**src/rtl/cpy_pkg.sv**
```systemverilog
package cpy_pkg;
    parameter int CPY_AW = 16;
    parameter int CPY_DW = 8;

    typedef logic [CPY_AW-1:0] cpy_word_t;
    typedef logic [CPY_DW-1:0] cpy_byte_t;

    typedef enum logic [1:0] {
        PH_IDLE  = 2'd0,
        PH_READ  = 2'd1,
        PH_WRITE = 2'd2
    } cpy_phase_e;

    typedef struct packed {
        cpy_word_t cnt;
        cpy_word_t src;
        cpy_word_t dst;
        cpy_word_t sstep;
        cpy_word_t dstep;
    } cpy_regs_t;

    function automatic cpy_word_t cpy_advance(cpy_word_t base, cpy_word_t step);
        return base + step;
    endfunction
endpackage

```
**src/rtl/cpy_regfile.sv**
```systemverilog
module cpy_regfile
    import cpy_pkg::*;
(
    input  logic      clk,
    input  logic      rst,
    input  logic      load,
    input  logic      step,
    input  cpy_regs_t load_val,
    output cpy_regs_t regs
);
    localparam cpy_word_t ONE = cpy_word_t'(1);

    always_ff @(posedge clk) begin
        if (rst) begin
            regs <= '0;
        end else if (load) begin
            regs <= load_val;
        end else if (step) begin
            regs.cnt <= regs.cnt - ONE;
            regs.src <= cpy_advance(regs.src, regs.sstep);
            regs.dst <= cpy_advance(regs.dst, regs.dstep);
        end
    end

    AST_CNT_STEP: assert property (@(posedge clk) disable iff (rst)
        step && !load |=> regs.cnt == $past(regs.cnt) - ONE);
    AST_SRC_STEP: assert property (@(posedge clk) disable iff (rst)
        step && !load |=> regs.src == $past(regs.src) + $past(regs.sstep));
    AST_DST_STEP: assert property (@(posedge clk) disable iff (rst)
        step && !load |=> regs.dst == $past(regs.dst) + $past(regs.dstep));
endmodule

```
**src/rtl/cpy_fsm.sv**
```systemverilog
module cpy_fsm
    import cpy_pkg::*;
(
    input  logic      clk,
    input  logic      rst,
    input  logic      start,
    input  logic      cnt_in_zero,
    input  cpy_word_t prefix_addr,
    input  cpy_word_t cur_cnt,
    input  cpy_word_t cur_src,
    input  cpy_word_t cur_dst,
    input  logic      irq_pend,
    input  logic      mem_ready,
    input  cpy_byte_t mem_rdata,
    output logic      load,
    output logic      step,
    output logic      mem_req,
    output logic      mem_we,
    output cpy_word_t mem_addr,
    output cpy_byte_t mem_wdata,
    output logic      busy,
    output logic      done,
    output logic      susp,
    output cpy_word_t resume_addr
);
    localparam cpy_word_t ONE = cpy_word_t'(1);

    cpy_phase_e phase, phase_nx;
    cpy_byte_t  hold_byte;
    logic       last_byte;

    assign load      = (phase == PH_IDLE) && start;
    assign step      = (phase == PH_WRITE) && mem_ready;
    assign last_byte = (cur_cnt == ONE);

    always_comb begin
        phase_nx = phase;
        unique case (phase)
            PH_IDLE:  if (start && !cnt_in_zero) phase_nx = PH_READ;
            PH_READ:  if (mem_ready) phase_nx = PH_WRITE;
            PH_WRITE: if (mem_ready) phase_nx = (last_byte || irq_pend) ? PH_IDLE : PH_READ;
            default:  phase_nx = PH_IDLE;
        endcase
    end

    always_ff @(posedge clk) begin
        if (rst) begin
            phase       <= PH_IDLE;
            hold_byte   <= '0;
            done        <= 1'b0;
            susp        <= 1'b0;
            resume_addr <= '0;
        end else begin
            phase <= phase_nx;
            done  <= (load && cnt_in_zero) || (step && last_byte);
            susp  <= step && !last_byte && irq_pend;
            if (load) resume_addr <= prefix_addr;
            if (phase == PH_READ && mem_ready) hold_byte <= mem_rdata;
        end
    end

    always_comb begin
        mem_req   = (phase == PH_READ) || (phase == PH_WRITE);
        mem_we    = (phase == PH_WRITE);
        mem_addr  = (phase == PH_WRITE) ? cur_dst : cur_src;
        mem_wdata = hold_byte;
        busy      = (phase != PH_IDLE);
    end

    AST_PHASE_HOLD: assert property (@(posedge clk) disable iff (rst)
        mem_req && !mem_ready |=> mem_req && $stable(mem_addr) && $stable(mem_we));
    AST_DONE_PULSE: assert property (@(posedge clk) disable iff (rst)
        done |=> !done);
    AST_SUSP_PULSE: assert property (@(posedge clk) disable iff (rst)
        susp |=> !susp && !busy);
    AST_END_EXCL: assert property (@(posedge clk) disable iff (rst)
        !(done && susp));
    AST_WDATA_HOLD: assert property (@(posedge clk) disable iff (rst)
        mem_req && mem_we && !mem_ready |=> $stable(mem_wdata));
endmodule

```
**src/rtl/strided_copier.sv**
```systemverilog
module strided_copier
    import cpy_pkg::*;
(
    input  logic              clk,
    input  logic              rst,
    input  logic              start,
    input  logic [CPY_AW-1:0] prefix_addr,
    input  logic [CPY_AW-1:0] cnt_in,
    input  logic [CPY_AW-1:0] src_in,
    input  logic [CPY_AW-1:0] dst_in,
    input  logic [CPY_AW-1:0] sstep_in,
    input  logic [CPY_AW-1:0] dstep_in,
    input  logic              irq_pend,
    output logic              mem_req,
    output logic              mem_we,
    output logic [CPY_AW-1:0] mem_addr,
    output logic [CPY_DW-1:0] mem_wdata,
    input  logic [CPY_DW-1:0] mem_rdata,
    input  logic              mem_ready,
    output logic              busy,
    output logic              done,
    output logic              susp,
    output logic [CPY_AW-1:0] resume_addr,
    output logic [CPY_AW-1:0] cnt_out,
    output logic [CPY_AW-1:0] src_out,
    output logic [CPY_AW-1:0] dst_out
);
    cpy_regs_t load_val, regs;
    logic      load, step;

    always_comb begin
        load_val.cnt   = cnt_in;
        load_val.src   = src_in;
        load_val.dst   = dst_in;
        load_val.sstep = sstep_in;
        load_val.dstep = dstep_in;
    end

    cpy_regfile u_regs (
        .clk      (clk),
        .rst      (rst),
        .load     (load),
        .step     (step),
        .load_val (load_val),
        .regs     (regs)
    );

    cpy_fsm u_fsm (
        .clk         (clk),
        .rst         (rst),
        .start       (start),
        .cnt_in_zero (cnt_in == '0),
        .prefix_addr (prefix_addr),
        .cur_cnt     (regs.cnt),
        .cur_src     (regs.src),
        .cur_dst     (regs.dst),
        .irq_pend    (irq_pend),
        .mem_ready   (mem_ready),
        .mem_rdata   (mem_rdata),
        .load        (load),
        .step        (step),
        .mem_req     (mem_req),
        .mem_we      (mem_we),
        .mem_addr    (mem_addr),
        .mem_wdata   (mem_wdata),
        .busy        (busy),
        .done        (done),
        .susp        (susp),
        .resume_addr (resume_addr)
    );

    assign cnt_out = regs.cnt;
    assign src_out = regs.src;
    assign dst_out = regs.dst;

    AST_ZERO_START: assert property (@(posedge clk) disable iff (rst)
        start && !busy && cnt_in == '0 |=> done && !mem_req);
    AST_BUSY_START: assert property (@(posedge clk) disable iff (rst)
        start && busy && !(mem_we && mem_ready) |=> $stable(cnt_out));
endmodule

```
**config.mk**
```make
export PLATFORM = sky130hd
export DESIGN_NAME = strided_copier
export DESIGN_NICKNAME = d
export VERILOG_FILES = /design/src/rtl/cpy_pkg.sv /design/src/rtl/cpy_regfile.sv /design/src/rtl/cpy_fsm.sv /design/src/rtl/strided_copier.sv
export SDC_FILE = /design/constraint.sdc
export NUM_CORES = 1
export LEC_CHECK = 0
export ABC_AREA = 1
export BUFFER_PORTS_ARGS = -buffer_cell sky130_fd_sc_hd__clkbuf_2
export CORE_MARGIN = 2
export CORE_UTILIZATION = 35
export CTS_BUF_LIST = sky130_fd_sc_hd__clkbuf_4 sky130_fd_sc_hd__clkbuf_8
export CTS_CLUSTER_DIAMETER = 200
export DETAILED_ROUTE_END_ITERATION = 8
export GPL_TIMING_DRIVEN = 0
export HOLD_SLACK_MARGIN = 0.12
export PLACE_DENSITY = 0.59
export SYNTH_ARGS = -nofsm -noshare
export SYNTH_HDL_FRONTEND = slang
export SYNTH_HIERARCHICAL = 1
export SYNTH_SLANG_ARGS = --single-unit
```
**constraint.sdc**
```tcl
create_clock -name clk -period 2.7 [get_ports clk]
set_clock_uncertainty 0.15 [all_clocks]
set_input_delay 0.54 -clock clk [delete_from_list [all_inputs] [get_ports clk]]
set_output_delay 0.54 -clock clk [all_outputs]
set_load 0.01 [all_outputs]
```
==> results.yml, run 1 <==
grt:
  antenna_found_initial: 0
  grt_first_pass_wirelength_um: 34800
  grt_pass1_vias: 6652
  track_usage_pct: 22.6
  overflow: 0
  grt_max_degree: 18
detailed_routing:
  drt_iter0_markers: 461
  viasPerCell: 4.80
  vias: 7078
  wl_per_cell_um: 15.2
  drc: 0
  wirelength_um: 22500
  ant_nets: 0
  dr.pass1.iters: 5
timing:
  hold_viol: 0
  rsz0062_at_grt: "true"
  finalWorstSetupSlack_ns: 0.130
  slew_viol_final: 0
  min_period_over_period_pct: 95.2
  setup_violations: 0
  fin_crit_ns: 2.57
  fmax_ghz: 0.389
  tightestPinTransition_ns: 0.732
  slew_headroom_pct: 51.2
worst_setup_path:
  crit_start: "u_fsm/phase[0]$_SDFFE_PP0P_"
  crit_path_end_kind: "output pin"
  critPathMaxStageDelay_ns: 0.39
  critical_path.cell_chain: "inv_1 -> ha_1 -> buf_4 -> inv_4 -> buf_4 -> nand2_1 -> nand2_1 -> clkbuf_2"
  crit_arrival_ns: 1.88
  r2r-start: "u_fsm/phase[1]$_SDFFE_PP0P_"
  path_class: "reg2out"
  slowest_stage: "dfxtp_2"
  cp.required_ns: 2.01
  critPathLaunchType: "flop"
  critical_path.max_fanout: 10
clock_tree:
  cts_tree: "done"
  clk_path_buf_depth: 2
  cts.sinks: 108
  postCtsSetupBuffers: 0
  clk_latency_ns: 0.39
  clk_pin_slew_ns: 0.11
  cts_root_buf: "clkbuf_8"
  cts_inserted_buffers: 9
  h-tree-depth: 3
finish:
  post_route_cells_drive_above_1_share_pct: 20.7
  final_cell_mix: "nand2_1, clkbuf_2, nor2_1, inv_1, dfxtp_1"
  finalNonFillerCells: 1476
  multi_input_area_um2: 3770
  seq_area_um2: 2160
  fill_cells: 2092
  diodes: 0
  nets: 1384
  mostFrequentLayoutCell: "nand2_1"
  areaGrowthSynthToFinish_pct: 23.1
placement:
  gp_congestion: 0.936
  hpwl_um: 18000
  pre_cts_slack_ns: 0.0970
  port_buffers: 201
  placedCellCount: 1460
floorplanning:
  die_area_um2: 19800
  rows: 50
  io_pins: 202
  coreArea_um2: 18500
  dieWidth_um: 141
  start_util_pct: 35.3
  die_y_um: 141
synthesis:
  syn_inst: 1025
  synth_area_um2: 6540
  synth_seq_cells: 108
  ys_async_sr_fraction_pct: 0
  synth_area_leader_cell: "dfxtp_1"
  synth_ff_type: "dfxtp_1"
  synth-edff-count: 0
  yosysUniqueCellTypes: 38
  synth_area_leaders: "dfxtp_1, nand2_1, nor2_1"
  synth.top_cell.area_share_pct: 33.0
  ys_seq_area_share_pct: 33.0
  ys_warn_count: 6
  synth.avg_cell_area_um2: 6.38
  syn-num-nets: 1172
hold_path:
  min_from: "dstep_in[10]"
  hp-class: "in2reg"
power_and_ir_drop:
  finalPower_mw: 6.94
  p_leak_nw: 4.37
  peakVddDrop_mv: 0.397
  p_per_area_nw_per_um2: 862
run:
  maxCapViolations: 0
status:
  outcome: "finished clean"
==> stage by stage <==
stage | utilization, % | TNS (ns) | area, µm² | hold slack, ns
5_1_grt | 43.5 | -0.00220 | 8050 | 0.196
6_report | 43.5 | 0 | 8050 | 0.215
3_5_place_dp | 42.3 | 0 | 7840 | 0.322
3_3_place_gp | 42.3 | 0 | 7840 | 0.313
2_1_floorplan | - | 0 | 6540 | 0.319
4_1_cts | 43.5 | 0 | 8050 | 0.198
==> power breakdown <==
group | internal [mW] | leakage (nW) | switching (mW)
Combinational | 1.27 | 3.38 | 2.21
Clock | 0.469 | 0.103 | 0.594
Sequential | 1.99 | 0.890 | 0.404
==> registers in the layout, indices dropped and copies added, names as in the netlist <==
name,count
u_fsm/resume_addr,16
u_regs/regs,80
u_fsm/done,1
u_fsm/mem_wdata,8
u_fsm/susp,1
u_fsm/phase,2
==> per-layer routing <==
layer | up-vias | global-route usage [%] | part of all wire [%]
met5 | - | 0 | 0
met2 | 214 | 36.5 | 45
met4 | 0 | 9.05 | 3.4
met1 | 3132 | 29.9 | 45
li1 | 3687 | - | -
met3 | 45 | 4.14 | 5.8
==> path summary, 6_finish.rpt <==
kind / to / slack, ns / depth (start not counted)
setup / recovery: mem_addr[3] / 0.13 / 8
hold / removal: u_regs/regs[10]$_SDFFE_PP0P_ / 0.22 / 3
setup reg to reg: u_regs/regs[2]$_SDFFE_PP0P_ / 0.24 / 10
hold reg to reg: u_fsm/mem_wdata[4]$_SDFFE_PP0P_ / 0.34 / 2
==> worst max-delay path: cells and delay by family (launching register included) <==
family / cells / cell delay, ns
fa+ha+maj: 1 / 0.21
simple gates: 2 / 0.20
flops: 1 / 0.39
buf+inv: 5 / 0.70
==> layout make-up <==
type,count,area share (%)
timing repair buffer,201,12.5
inverter,118,5.61
clock inverter,5,0.746
buffer,35,2.08
tap,234,3.64
clock buffer,11,1.80
sequential,108,26.9
multi-input combinational,764,46.8
==> cell usage after synthesis (2+ instances only) <==
master    instances
ha_1             36
dfxtp_1         108
a22oi_1          29
inv_2             4
nand4_1           3
fa_1              2
nand3b_1          7
or2_2             2
nand2_1         297
clkbuf_1         16
and2_4            2
a31oi_1          12
nor3_1            6
o21ai_0          53
nor2_2            5
nand3_1          46
a21oi_1          50
buf_4             3
xnor2_1           5
nand2_2           2
xor2_1           13
inv_1           112
nor2_1          170
or2_0             2
buf_2            14
o21ai_1          14
==> repair_timing <==
item / CTS / global route
setup endpoints to repair: 5 / 37
resized for setup: 1 / 2
hold buffers: 0 / 0
==> cell families after synthesis <==
group / share of synthesized area [%]
simple gates: 33.6
flops: 33.0
xor+xnor: 2.41
fa+ha+maj: 7.50
buf+inv: 9.37
compound gates: 14.1
Power figures use the tool's default switching activity.
==> run 2: changes to the inputs <==
--- a/config.mk
+++ b/config.mk
@@ -6,8 +6,8 @@
 export NUM_CORES = 1
 export LEC_CHECK = 0
 export ABC_AREA = 1
-export BUFFER_PORTS_ARGS = -buffer_cell sky130_fd_sc_hd__clkbuf_2
-export CORE_MARGIN = 2
+export BUFFER_PORTS_ARGS = -buffer_cell sky130_fd_sc_hd__buf_2
+export CORE_MARGIN = 4
 export CORE_UTILIZATION = 35
 export CTS_BUF_LIST = sky130_fd_sc_hd__clkbuf_4 sky130_fd_sc_hd__clkbuf_8
 export CTS_CLUSTER_DIAMETER = 200
==> run 2 against run 1 <==
Final cell count down 0.27%. Critical endpoint is now mem_addr[5]. Highest routed layer unchanged. Sequential power about the same. Clock power about the same. Critical path depth down 1.
==> results.yml, run 2 (synthesized netlist as in run 1, its figures left out) <==
worst_setup_path:
  reg2reg_to: "u_regs/regs[17]$_SDFFE_PP0P_"
  crit_end: "mem_addr[5]"
  crit_start: "u_fsm/phase[0]$_SDFFE_PP0P_"
  critPathLaunchType: "flop"
  path_class: "reg2out"
  critical_path.max_fanout: 10
  r2r-start: "u_fsm/phase[0]$_SDFFE_PP0P_"
  crit_path_end_kind: "output pin"
  r2r_slack_ns: 0.27
  cp.required_ns: 2.01
  crit_arrival_ns: 1.87
  worst_r2r_path_depth: 10
timing:
  fin_crit_ns: 2.56
  rsz0062_at_grt: "false"
  setup_violations: 0
  fin_setup_tns_ns: 0
  min_period_over_period_pct: 94.7
  slew_headroom_pct: 57.6
  whs_ns: 0.208
  hold_viol: 0
  slew_viol_final: 0
  fmax_ghz: 0.391
  tightestPinTransition_ns: 0.636
  finalWorstSetupSlack_ns: 0.143
detailed_routing:
  dr.pass1.iters: 6
  wirelength_um: 23000
  met3_length_um: 1270
  wl_met2_um: 10900
  viasPerCell: 4.84
  wl_per_cell_um: 15.6
  ant_nets: 0
  drt-met1-wl_um: 10400
  drt_iter0_markers: 430
  highest_layer: "met4"
  drc: 0
  vias: 7129
grt:
  grt_max_degree: 19
  grt_pass1_vias: 6632
  overflow: 0
  grt_first_pass_wirelength_um: 34700
  antenna_found_initial: 0
  track_usage_pct: 21.6
clock_tree:
  cts_resized: 1
  clk_latency_ns: 0.40
  clk_pin_slew_ns: 0.11
  cts.sinks: 108
  cts_inserted_buffers: 9
  h-tree-depth: 3
  cts_root_buf: "clkbuf_8"
  clk_path_buf_depth: 2
  postCtsSetupBuffers: 0
  cts_tree: "done"
  cts_hold_buf: 0
power_and_ir_drop:
  peakVddDrop_mv: 0.335
  finalPower_mw: 6.93
  p_per_area_nw_per_um2: 862
  p_leak_nw: 4.41
floorplanning:
  dieWidth_um: 145
  coreArea_um2: 18100
  die_y_um: 145
  rows: 49
  io_pins: 202
  die_area_um2: 20900
  start_util_pct: 36.1
run:
  maxCapViolations: 0
finish:
  nets: 1384
  final_cell_mix: "nand2_1, buf_2, nor2_1, inv_1, dfxtp_1"
  largest_reg_flops: 80
  post_route_cells_drive_above_1_share_pct: 20.7
  utilization_pct: 44.3
  mostFrequentLayoutCell: "nand2_1"
  max_flop_register: "u_regs/regs"
  areaGrowthSynthToFinish_pct: 23.0
  fill_cells: 1982
hold_path:
  hp-class: "in2reg"
placement:
  port_buffers: 201
  pre_cts_slack_ns: 0.153
  gp_congestion: 0.918
  hpwl_um: 18100
status:
  outcome: "finished clean"
==> run 2: metrics by stage <==
step | cell area, µm² | std cells
CTS | 8030 | 1471
floorplan | 6540 | 1025
detailed placement | 7840 | 1455
global route | 8040 | 1471
finish | 8050 | 1472
global placement | 7840 | 1455
==> run 2: layout make-up <==
cell class              count  area (µm²)  area share [%]
clock buffers               9         124            1.54
multi-input cells         764        3770            46.8
inverters                 118         452            5.61
flip-flops and latches    108        2170            26.9
plain buffers              35         168            2.08
diodes                      1        2.50          0.0311
clock inverters             7        73.8           0.918
well taps                 229         287            3.56
repair buffers            201        1010            12.5
==> run 2: worst min path at each step <==
stage,start,cells after the start,end
detailed placement,u_fsm/resume_addr[7]$_SDFFE_PP0N_,2,u_fsm/resume_addr[7]$_SDFFE_PP0N_
global route,sstep_in[3],3,u_regs/regs[19]$_SDFFE_PP0P_
floorplan,u_regs/regs[0]$_SDFFE_PP0P_,2,u_regs/regs[0]$_SDFFE_PP0P_
CTS,dstep_in[5],3,u_regs/regs[5]$_SDFFE_PP0P_
global placement,u_fsm/resume_addr[7]$_SDFFE_PP0N_,2,u_fsm/resume_addr[7]$_SDFFE_PP0N_
finish,dstep_in[10],3,u_regs/regs[10]$_SDFFE_PP0P_
==> run 2: critical path, stage by stage (launching register included) <==
cell and delay, ns:
dfxtp_4 0.38, inv_1 0.08, ha_1 0.16, buf_4 0.20
buf_2 0.28, nand2_1 0.15, nand2_1 0.09, buf_2 0.13
==> run 2: per-layer routing <==
metal | global-route usage [%] | vias up
li1 | - | 3681
met2 | 36.1 | 205
met4 | 6.33 | 0
met5 | 0 | -
met3 | 2.96 | 21
met1 | 29.0 | 3222
==> run 2: power by group <==
group          leakage (nW)  switching (mW)  total (mW)  internal [mW]
Clock                 0.100           0.621        1.06          0.435
Combinational          3.42            2.22        3.49           1.28
Sequential            0.890           0.392        2.39           2.00
Total                  4.41            3.23        6.93           3.71
